### src/rtl/lha_pkg.sv
package lha_pkg;
  // Sequencer phases: take operands, wait for adder to empty, fold one round, present result
  typedef enum logic [1:0] {
    ST_ACC   = 2'd0,
    ST_DRAIN = 2'd1,
    ST_FOLD  = 2'd2,
    ST_DONE  = 2'd3
  } seq_state_e;
endpackage

### src/rtl/lha_add_pipe.sv
module lha_add_pipe #(
  parameter int WIDTH = 32,
  parameter int LAT   = 7,
  parameter int TW    = 3
) (
  input  logic             clk,
  input  logic             rst_n,
  input  logic             in_vld,
  input  logic [WIDTH-1:0] in_a,
  input  logic [WIDTH-1:0] in_b,
  input  logic [TW-1:0]    in_tag,
  output logic             out_vld,
  output logic [WIDTH-1:0] out_sum,
  output logic [TW-1:0]    out_tag,
  output logic             busy
);
  // modular addition kept in one place so its meaning is explicit
  function automatic logic [WIDTH-1:0] wrap_add(input logic [WIDTH-1:0] a,
                                                input logic [WIDTH-1:0] b);
    return a + b;
  endfunction

  logic [LAT-1:0]   vld_q;
  logic [WIDTH-1:0] dat_q [LAT];
  logic [TW-1:0]    tag_q [LAT];

  always_ff @(posedge clk) begin
    if (!rst_n) begin
      vld_q <= '0;
    end else begin
      vld_q[0] <= in_vld;
      for (int i = 1; i < LAT; i++) vld_q[i] <= vld_q[i-1];
    end
  end

  always_ff @(posedge clk) begin
    dat_q[0] <= wrap_add(in_a, in_b);
    tag_q[0] <= in_tag;
    for (int i = 1; i < LAT; i++) begin
      dat_q[i] <= dat_q[i-1];
      tag_q[i] <= tag_q[i-1];
    end
  end

  assign out_vld = vld_q[LAT-1];
  assign out_sum = dat_q[LAT-1];
  assign out_tag = tag_q[LAT-1];
  assign busy    = |vld_q;


  issue_marks_busy_chk: assert property (@(posedge clk) disable iff (!rst_n)
    in_vld |=> busy);
endmodule

### src/rtl/lha_slot_bank.sv
module lha_slot_bank #(
  parameter int WIDTH = 32,
  parameter int DEPTH = 8,
  parameter int IW    = 3
) (
  input  logic             clk,
  input  logic             rst_n,
  input  logic             clr,
  input  logic             wb_vld,
  input  logic [IW-1:0]    wb_idx,
  input  logic [WIDTH-1:0] wb_dat,
  input  logic [IW-1:0]    ra_idx,
  input  logic [IW-1:0]    rb_idx,
  output logic [WIDTH-1:0] ra_dat,
  output logic [WIDTH-1:0] rb_dat,
  output logic [WIDTH-1:0] head_dat,
  output logic             all_zero
);
  logic [WIDTH-1:0] slot_q [DEPTH];

  always_ff @(posedge clk) begin
    if (!rst_n || clr) begin
      for (int i = 0; i < DEPTH; i++) slot_q[i] <= '0;
    end else if (wb_vld) begin
      slot_q[wb_idx] <= wb_dat;
    end
  end

  // forward a write-back that lands on the slot being read this cycle
  always_comb begin
    ra_dat = (wb_vld && wb_idx == ra_idx) ? wb_dat : slot_q[ra_idx];
    rb_dat = (wb_vld && wb_idx == rb_idx) ? wb_dat : slot_q[rb_idx];
  end

  assign head_dat = slot_q[0];

  always_comb begin
    all_zero = 1'b1;
    for (int i = 0; i < DEPTH; i++)
      if (slot_q[i] != '0) all_zero = 1'b0;
  end


  clear_empties_chk: assert property (@(posedge clk) disable iff (!rst_n)
    clr |=> all_zero);
endmodule

### src/rtl/lha_sequencer.sv
module lha_sequencer
  import lha_pkg::*;
#(
  parameter int DEPTH = 8,
  parameter int IW    = 3,
  parameter int HW    = 4
) (
  input  logic          clk,
  input  logic          rst_n,
  input  logic          op_valid,
  input  logic          op_last,
  input  logic          pipe_busy,
  input  logic          sum_ready,
  output logic          op_ready,
  output logic          sum_valid,
  output logic          iss_vld,
  output logic          iss_fold,
  output logic [IW-1:0] rd_a_idx,
  output logic [IW-1:0] rd_b_idx,
  output logic          clr
);
  localparam logic [HW-1:0] HALF0    = HW'(DEPTH / 2);
  localparam logic [IW-1:0] LAST_IDX = IW'(DEPTH - 1);

  seq_state_e    st_q;
  logic [IW-1:0] ptr_q;
  logic [IW-1:0] idx_q;
  logic [HW-1:0] half_q;
  logic [HW-1:0] partner;
  logic          accept;
  logic          round_end;

  assign partner   = HW'(idx_q) + half_q;
  assign accept    = (st_q == ST_ACC) && op_valid;
  assign round_end = (HW'(idx_q) == half_q - HW'(1));

  always_comb begin
    op_ready  = (st_q == ST_ACC);
    sum_valid = (st_q == ST_DONE);
    iss_vld   = 1'b0;
    iss_fold  = 1'b0;
    rd_a_idx  = '0;
    rd_b_idx  = '0;
    clr       = 1'b0;
    unique case (st_q)
      ST_ACC: begin
        iss_vld  = accept;
        rd_a_idx = ptr_q;
      end
      ST_FOLD: begin
        iss_vld  = 1'b1;
        iss_fold = 1'b1;
        rd_a_idx = idx_q;
        rd_b_idx = partner[IW-1:0];
      end
      ST_DONE:  clr = sum_ready;
      default: ;
    endcase
  end

  always_ff @(posedge clk) begin
    if (!rst_n) begin
      st_q   <= ST_ACC;
      ptr_q  <= '0;
      idx_q  <= '0;
      half_q <= '0;
    end else begin
      unique case (st_q)
        ST_ACC: if (accept) begin
          ptr_q <= (ptr_q == LAST_IDX) ? '0 : ptr_q + IW'(1);
          if (op_last) begin
            st_q   <= ST_DRAIN;
            half_q <= HALF0;
            idx_q  <= '0;
          end
        end
        ST_DRAIN: if (!pipe_busy) begin
          st_q  <= (half_q == '0) ? ST_DONE : ST_FOLD;
          idx_q <= '0;
        end
        ST_FOLD: begin
          if (round_end) begin
            half_q <= half_q >> 1;
            st_q   <= ST_DRAIN;
          end else begin
            idx_q <= idx_q + IW'(1);
          end
        end
        ST_DONE: if (sum_ready) begin
          st_q  <= ST_ACC;
          ptr_q <= '0;
        end
        default: st_q <= ST_ACC;
      endcase
    end
  end


  fold_without_input_chk: assert property (@(posedge clk) disable iff (!rst_n)
    iss_fold |-> !accept);
endmodule

### src/rtl/lat_hide_accum.sv
module lat_hide_accum #(
  parameter int WIDTH   = 32,
  parameter int LATENCY = 7,
  parameter int DEPTH   = 8
) (
  input  logic             clk,
  input  logic             rst_n,
  input  logic             op_valid,
  output logic             op_ready,
  input  logic [WIDTH-1:0] op_data,
  input  logic             op_last,
  output logic             sum_valid,
  input  logic             sum_ready,
  output logic [WIDTH-1:0] sum_data
);
  // DEPTH must be a power of two and at least LATENCY
  localparam int IW = (DEPTH > 1) ? $clog2(DEPTH) : 1;
  localparam int HW = $clog2(DEPTH) + 1;

  logic             iss_vld, iss_fold, clr, pipe_busy, all_zero;
  logic [IW-1:0]    rd_a_idx, rd_b_idx, wb_idx;
  logic [WIDTH-1:0] ra_dat, rb_dat, wb_dat, add_b;
  logic             wb_vld;

  lha_sequencer #(.DEPTH(DEPTH), .IW(IW), .HW(HW)) u_seq (
    .clk(clk), .rst_n(rst_n), .op_valid(op_valid), .op_last(op_last),
    .pipe_busy(pipe_busy), .sum_ready(sum_ready), .op_ready(op_ready),
    .sum_valid(sum_valid), .iss_vld(iss_vld), .iss_fold(iss_fold),
    .rd_a_idx(rd_a_idx), .rd_b_idx(rd_b_idx), .clr(clr)
  );

  assign add_b = iss_fold ? rb_dat : op_data;

  lha_add_pipe #(.WIDTH(WIDTH), .LAT(LATENCY), .TW(IW)) u_add (
    .clk(clk), .rst_n(rst_n), .in_vld(iss_vld), .in_a(ra_dat), .in_b(add_b),
    .in_tag(rd_a_idx), .out_vld(wb_vld), .out_sum(wb_dat), .out_tag(wb_idx),
    .busy(pipe_busy)
  );

  lha_slot_bank #(.WIDTH(WIDTH), .DEPTH(DEPTH), .IW(IW)) u_bank (
    .clk(clk), .rst_n(rst_n), .clr(clr), .wb_vld(wb_vld), .wb_idx(wb_idx),
    .wb_dat(wb_dat), .ra_idx(rd_a_idx), .rb_idx(rd_b_idx), .ra_dat(ra_dat),
    .rb_dat(rb_dat), .head_dat(sum_data), .all_zero(all_zero)
  );


  last_closes_input_chk: assert property (@(posedge clk) disable iff (!rst_n)
    op_valid && op_ready && op_last |=> !op_ready);

  result_hold_chk: assert property (@(posedge clk) disable iff (!rst_n)
    sum_valid && !sum_ready |=> sum_valid && $stable(sum_data));

  restart_chk: assert property (@(posedge clk) disable iff (!rst_n)
    sum_valid && sum_ready |=> op_ready && !sum_valid && all_zero);

  drained_before_result_chk: assert property (@(posedge clk) disable iff (!rst_n)
    $rose(sum_valid) |-> !pipe_busy);
endmodule

### config.mk
export PLATFORM = sky130hd
export DESIGN_NAME = lat_hide_accum
export DESIGN_NICKNAME = d
export VERILOG_FILES = /design/src/rtl/lha_pkg.sv /design/src/rtl/lha_add_pipe.sv /design/src/rtl/lha_slot_bank.sv /design/src/rtl/lha_sequencer.sv /design/src/rtl/lat_hide_accum.sv
export SDC_FILE = /design/constraint.sdc
export NUM_CORES = 1
export LEC_CHECK = 0
export CORE_ASPECT_RATIO = 1.75
export CORE_MARGIN = 2
export CORE_UTILIZATION = 40
export CTS_CLUSTER_SIZE = 14
export DETAILED_ROUTE_END_ITERATION = 10
export MAX_ROUTING_LAYER = met4
export RECOVER_POWER = 100
export SLEW_MARGIN = 10
export SYNTH_ARGS = -nofsm -noshare
export SYNTH_HDL_FRONTEND = slang
export SYNTH_SLANG_ARGS = --single-unit
### constraint.sdc
create_clock -name clk -period 4.8 [get_ports clk]
set_input_delay 0.72 -clock clk [delete_from_list [all_inputs] [get_ports clk]]
set_output_delay 0.72 -clock clk [all_outputs]
set_load 0.01 [all_outputs]
==> reports/qor.yml, run 1 <==
num_io_pins: 71
syn_to_final_growth_pct: 17.8
power_density_nw_per_um2: 462
postSynthNetCount: 1754
ys_seq_area_share_pct: 60.1
max_stage_delay_ns: 0.43
clock_sinks: 519
max-vdd-ir-drop_uv: 283
port_buffers: 70
fmax_mhz: 214
critical-path-slowest-cell: "o2111a_2"
final_antenna_net_count: 0
dpl_worst_slack_ns: -0.115
grt_start_max_net_pins: 64
final_common_cell: "dfxtp_1"
critPathLaunchType: "register"
tritoncts: "built"
crit_type: "register to register"
synthesis.area_um2: 21600
clk_latency_ns: 0.59
antenna_found_initial: 0
place_area_um2: 23400
syn_area_per_cell_um2: 12.8
clk_pin_slew_ns: 0.06
synth_cell_types: 60
clock_skew_ns: 0.0329
fin_nets: 1857
place_hpwl_um: 38000
antenna_cells: 0
path_cells: "ha_1 > inv_1 > fa_2 > xnor3_4 > xor2_1 > o31ai_2 > o2111a_2 > clkbuf_16 > a21oi_1 > o21ai_0 > ha_2 > a21o_1 > a21oi_1 > o21ai_0 > o211ai_1 > a21oi_2 > buf_4 > a31o_2 > a221oi_2 > xnor2_1"
layout_common_cells: "261 x dfxtp_1, 256 x edfxtp_1, 174 x and2_1, 99 x a21oi_1, 96 x mux4_2"
cp.buffers_inverters: 3
dp_cells: 2392
rows: 112
grtUsageMet2_pct: 38.9
synth-edff-count: 256
postLayoutCellArea_um2: 25400
ys_warn_count: 0
die_height_um: 311
setup_slack_ns: 0.129
clock_path_buffers: 3
design.die.area_um2: 55800
crit_fanout: 16
core_area_um2: 53300
syn_inst: 1678
wirelength_um: 62200
synthFlopType: "dfxtp_1"
worst_pin_slew_ns: 1.50
cts-buffers-inserted: 48
grt_first_pass_wirelength_um: 91300
grtUsageMet3_pct: 2.79
fin_util_pct: 47.7
cts_root_buf: "clkbuf_16"
status: "finished with violations"
die_w_um: 179
place_congestion: 0.909
use_met1_pct: 24.6
drv_slew: 0
hold_path_class: "register to register"
leakage_nw: 9.41
drive_above_1_share_pct: 17.8
endpoint_kind: "register"
finalCriticalPeriod_ns: 4.67
crit_arrival_ns: 5.16
path_delay_family: "compound AO/OA/AOI/OAI gates"
hold_violations: 0
synthArstFlopShare_pct: 0
final-setup-viol-count: 0
viasPerCell: 5.75
dr.pass1.iters: 5
grt.overflow.total: 0
wl_per_cell_um: 24.9
relSlewSlack_pct: 0.158
grt-busiest-layer: "met2"
cp.required_ns: 5.29
instances_no_fill: 2501
max-cap-violations: 1
vias: 14381
start_util_pct: 40.5
violations: "capacitance limit"
h-tree-depth: 2
fin_crit_sh_pct: 97.3
synth_seq_cells: 519
drc: 0
grt_pass1_vias: 15011
drtIter0Drc: 1272
grt_usage_pct: 22.2
## cell families after synthesis
logic type	count (synthesis)	share of synthesized area [%]
buffers and inverters	128	2.39
muxes	132	11.7
adders and majority gates	39	2.33
xor gates and xnor gates	40	1.69
AOI/OAI and AO/OA	317	9.19
DFF	519	60.1
and+or+nand+nor	503	12.6
## registers in the layout (all words and copies together), names as in the netlist
name           flops
u_add.dat_q      224
u_add.tag_q       21
u_add.vld_q        7
u_bank.slot_q    256
u_seq.half_q       3
u_seq.idx_q        3
u_seq.ptr_q        3
u_seq.st_q         2
## power by group
group	internal (mW)	total, mW	switching, mW
logic	0.715	1.58	0.861
clock network	2.20	3.84	1.64
registers	5.71	6.33	0.627
## cell usage after synthesis, types with 10 or more instances
cell | count | area, um2
xor2_1 | 16 | 140
inv_1 | 17 | 63.8
o21ai_0 | 91 | 455
ha_1 | 37 | 463
nand2b_1 | 10 | 62.6
nor3_1 | 36 | 180
nor2_1 | 68 | 255
mux2i_1 | 36 | 360
edfxtp_1 | 256 | 7690
mux4_2 | 96 | 2160
a221oi_1 | 63 | 552
and2_1 | 263 | 1650
a21oi_1 | 109 | 546
buf_2 | 18 | 90.1
xnor2_1 | 23 | 201
a21o_1 | 11 | 82.6
clkbuf_1 | 85 | 319
dfxtp_1 | 263 | 5270
nand2_1 | 92 | 345
## final timing paths
| path | endpoint | slack, ns | cells after the start | start |
|---|---|---|---|---|
| min | u_add.dat_q[5][18] | 0.31 | 0 | u_add.dat_q[4][18] |
| max reg2reg | u_add.dat_q[0][30] | 0.13 | 20 | u_seq.half_q[0] |
| max | u_add.dat_q[0][30] | 0.13 | 20 | u_seq.half_q[0] |
| min reg2reg | u_add.dat_q[5][18] | 0.31 | 0 | u_add.dat_q[4][18] |
## metrics by stage
step	TNS (ns)	hold WS, ns	total power, mW
floorplan	0	0.310	7.08
global placement	-0.0660	0.310	7.84
detailed placement	-0.269	0.312	7.87
CTS	0	0.313	11.7
global route	-0.0385	0.315	12.2
finish	0	0.309	11.7
## repair_timing
action / 4_1_cts / 5_1_grt
hold endpoints to repair: 0 / 0
gates cloned: 0 / 4
resized for setup: 5 / 60
setup endpoints to repair: 7 / 17
buffers inserted: 1 / 18
pin swaps: 1 / 23
hold buffers: 0 / 0
## routing by layer
layer  routed length (um)  vias up  share of wire, %
met1                22500     7122                36
li1                     -     6376                 -
met2                31800      641                51
met4                 4170        0               6.7
met3                 3680      242               5.9
met5                    0        -                 0
## layout make-up
| class | count | area, um2 |
|---|---|---|
| Clock buffer | 72 | 1460 |
| Clock inverter | 14 | 128 |
| Fill cell | 4706 | 27800 |
| Inverter | 17 | 63.8 |
| Multi-Input combinational cell | 1031 | 8380 |
| Sequential cell | 519 | 13000 |
| Tap cell | 684 | 856 |
| Timing Repair Buffer | 164 | 1570 |
No activity file was read; power rests on OpenSTA's default activity.
==> run 2: changes to the inputs <==
Settings changed: RECOVER_POWER 100 to not set.
==> reports/qor.yml, run 2 (same netlist as run 1, synthesis figures left out) <==
status: "complete, no violations"
crit_arrival_ns: 5.17  # about the same
fmax_mhz: 214  # -0.21%
drive_above_1_share_pct: 18.3  # +0.50 points
start_util_pct: 40.5  # unchanged
setup_slack_ns: 0.120  # -0.00983 ns
grt_usage_pct: 22.2  # unchanged
grt.overflow.total: 0  # unchanged
place_hpwl_um: 38000  # unchanged
max_stage_delay_ns: 0.43  # about the same
leakage_nw: 9.49  # +0.79%
clk_pin_slew_ns: 0.06  # about the same
critPathLaunchType: "register"
tns_ns: 0  # unchanged
fin_crit_sh_pct: 97.5  # +0.20 points
share_comb_of_total_power_pct: 13.6  # +0.2 points
dpl_worst_slack_ns: -0.115  # unchanged
syn_to_final_growth_pct: 18.3
cts-buffers-inserted: 48  # unchanged
rows: 112  # unchanged
endpoint_kind: "register"
timing.critical_path.from: "u_seq.half_q[0]"
r2r_slack_ns: 0.12  # about the same
clk_latency_ns: 0.59  # about the same
place_congestion: 0.909  # unchanged
p_clk_share_pct: 32.6  # about the same
dr.pass1.iters: 5  # unchanged
worst_pin_slew_ns: 0.783  # -0.714 ns
max-cap-violations: 0  # -1
reg2regPathDepth: 20  # unchanged
final_antenna_net_count: 0  # unchanged
viasPerCell: 5.73  # -0.39%
hold_violations: 0  # unchanged
finalCriticalPeriod_ns: 4.68  # +0.00983 ns
fill_cells: 4687  # -0.40%
wirelength_um: 62300  # +0.14%
tritoncts: "built"
die_height_um: 311  # unchanged
power_density_nw_per_um2: 461  # -0.29%
grt_start_max_net_pins: 64  # unchanged
cp.required_ns: 5.29  # about the same
whs_ns: 0.309  # -0.000155 ns
clock_path_buffers: 3  # unchanged
postLayoutCellArea_um2: 25500  # +0.42%
clock_sinks: 519  # unchanged
r2r-end: "u_add.dat_q[0][30]"
top_regs: "u_bank.slot_q: 256 flops, u_add.dat_q: 224 flops, u_add.tag_q: 21 flops"
grt_first_pass_wirelength_um: 91300  # unchanged
r2r_start: "u_seq.half_q[0]"
crit_fanout: 16  # unchanged
ctsHoldBuffers: 0  # unchanged
vias: 14331  # -0.35%
port_buffers: 70  # unchanged
num_io_pins: 71  # unchanged
grt_pass1_vias: 15011  # unchanged
die_w_um: 179  # unchanged
top_register: "u_bank.slot_q"
layout_common_cells: "263 x and2_1, 261 x dfxtp_1, 256 x edfxtp_1, 98 x a21oi_1, 96 x mux4_2"
hold_path_class: "register to register"
final_common_cell: "and2_1"
drv_slew: 0  # unchanged
design.die.area_um2: 55800  # unchanged
final-setup-viol-count: 0  # unchanged
drc: 0  # unchanged
endpoint: "u_add.dat_q[0][30]"
critical-path-slowest-cell: "o2111a_2"
hp-start: "u_add.dat_q[4][18]"
max-vdd-ir-drop_uv: 283  # about the same
antenna_found_initial: 0  # unchanged
drtIter0Drc: 1296  # +1.9%
clock_skew_ns: 0.0339  # +0.000950 ns
crit_type: "register to register"
p_seq_share_pct: 53.8  # about the same
relSlewSlack_pct: 47.8  # +48 points
p_int_mw: 8.63  # +0.11%
path_cells: "ha_2 > inv_1 > fa_2 > xnor3_4 > xor2_1 > o31ai_2 > o2111a_2 > clkbuf_16 > a21oi_1 > o21ai_0 > ha_2 > a21o_1 > a21oi_1 > o21ai_0 > o211ai_1 > a21oi_2 > buf_4 > a31o_2 > a221oi_2 > xnor2_1"
power.switching_mw: 3.13  # +0.16%
core_area_um2: 53300  # unchanged
largest_reg_flops: 256  # unchanged
wl_per_cell_um: 24.9  # about the same
cts_root_buf: "clkbuf_16"
swShare_pct: 26.6  # about the same
h-tree-depth: 2  # unchanged
fin_nets: 1857  # unchanged
place_area_um2: 23400  # unchanged
-- run 2: through the flow --
step	power (mW)	util (%)	cells
finish	11.8	47.9	2502
floorplan	7.08	-	1678
global route	12.2	47.9	2501
CTS	11.7	47.1	2479
global placement	7.84	44.0	2392
detailed placement	7.87	44.0	2392
-- run 2: final cells by class --
cell class                      count  area [um2]  area share, %
Antenna cell                        1        2.50        0.00981
Clock buffer                       72        1460           5.70
Clock inverter                     14         128          0.500
Inverter                           17        63.8          0.250
Multi-Input combinational cell   1031        8430           33.1
Sequential cell                   519       13000           50.8
Tap cell                          684         856           3.35
Timing Repair Buffer              164        1620           6.34
-- run 2: layer usage --
metal / global-route usage [%] / share of wire [%] / wire [um] / vias up
met4: 11.7 / 5.8 / 3600 / 0
met3: 2.79 / 5.3 / 3290 / 208
li1: - / - / - / 6375
met1: 24.6 / 37 / 23100 / 7143
met2: 38.9 / 52 / 32300 / 605
met5: - / 0 / 0 / -
-- run 2: worst min path at each step --
| stage | depth (start not counted) | endpoint | slack [ns] |
|---|---|---|---|
| CTS | 0 | u_add.dat_q[5][18] | 0.31 |
| global placement | 0 | u_add.tag_q[4][2] | 0.31 |
| global route | 0 | u_add.dat_q[1][5] | 0.31 |
| finish | 0 | u_add.dat_q[5][18] | 0.31 |
| floorplan | 0 | u_add.dat_q[1][0] | 0.31 |
| detailed placement | 0 | u_add.dat_q[1][24] | 0.31 |
-- run 2: power groups by stage --
stage | sequential, mW | combinational [mW] | clock, mW
5_1_grt | 6.45 | 1.72 | 4.06
4_1_cts | 6.34 | 1.48 | 3.91
2_1_floorplan | 6.11 | 0.964 | 0
3_3_place_gp | 6.39 | 1.45 | 0
3_5_place_dp | 6.41 | 1.46 | 0
6_report | 6.33 | 1.59 | 3.84
-- run 2: repair_timing --
action	4_1_cts	5_1_grt
setup endpoints to repair	7	17
buffers inserted	1	18
resized for setup	5	60
pin swaps	1	23
cloned	0	4
-- run 2: critical path: cells and delay by family (launching register included) --
kind	cells	cell delay, ns
flops	1	0.34
buf+inv	3	0.46
xor+xnor	3	0.73
fa+ha+maj	3	0.85
compound gates	11	2.20
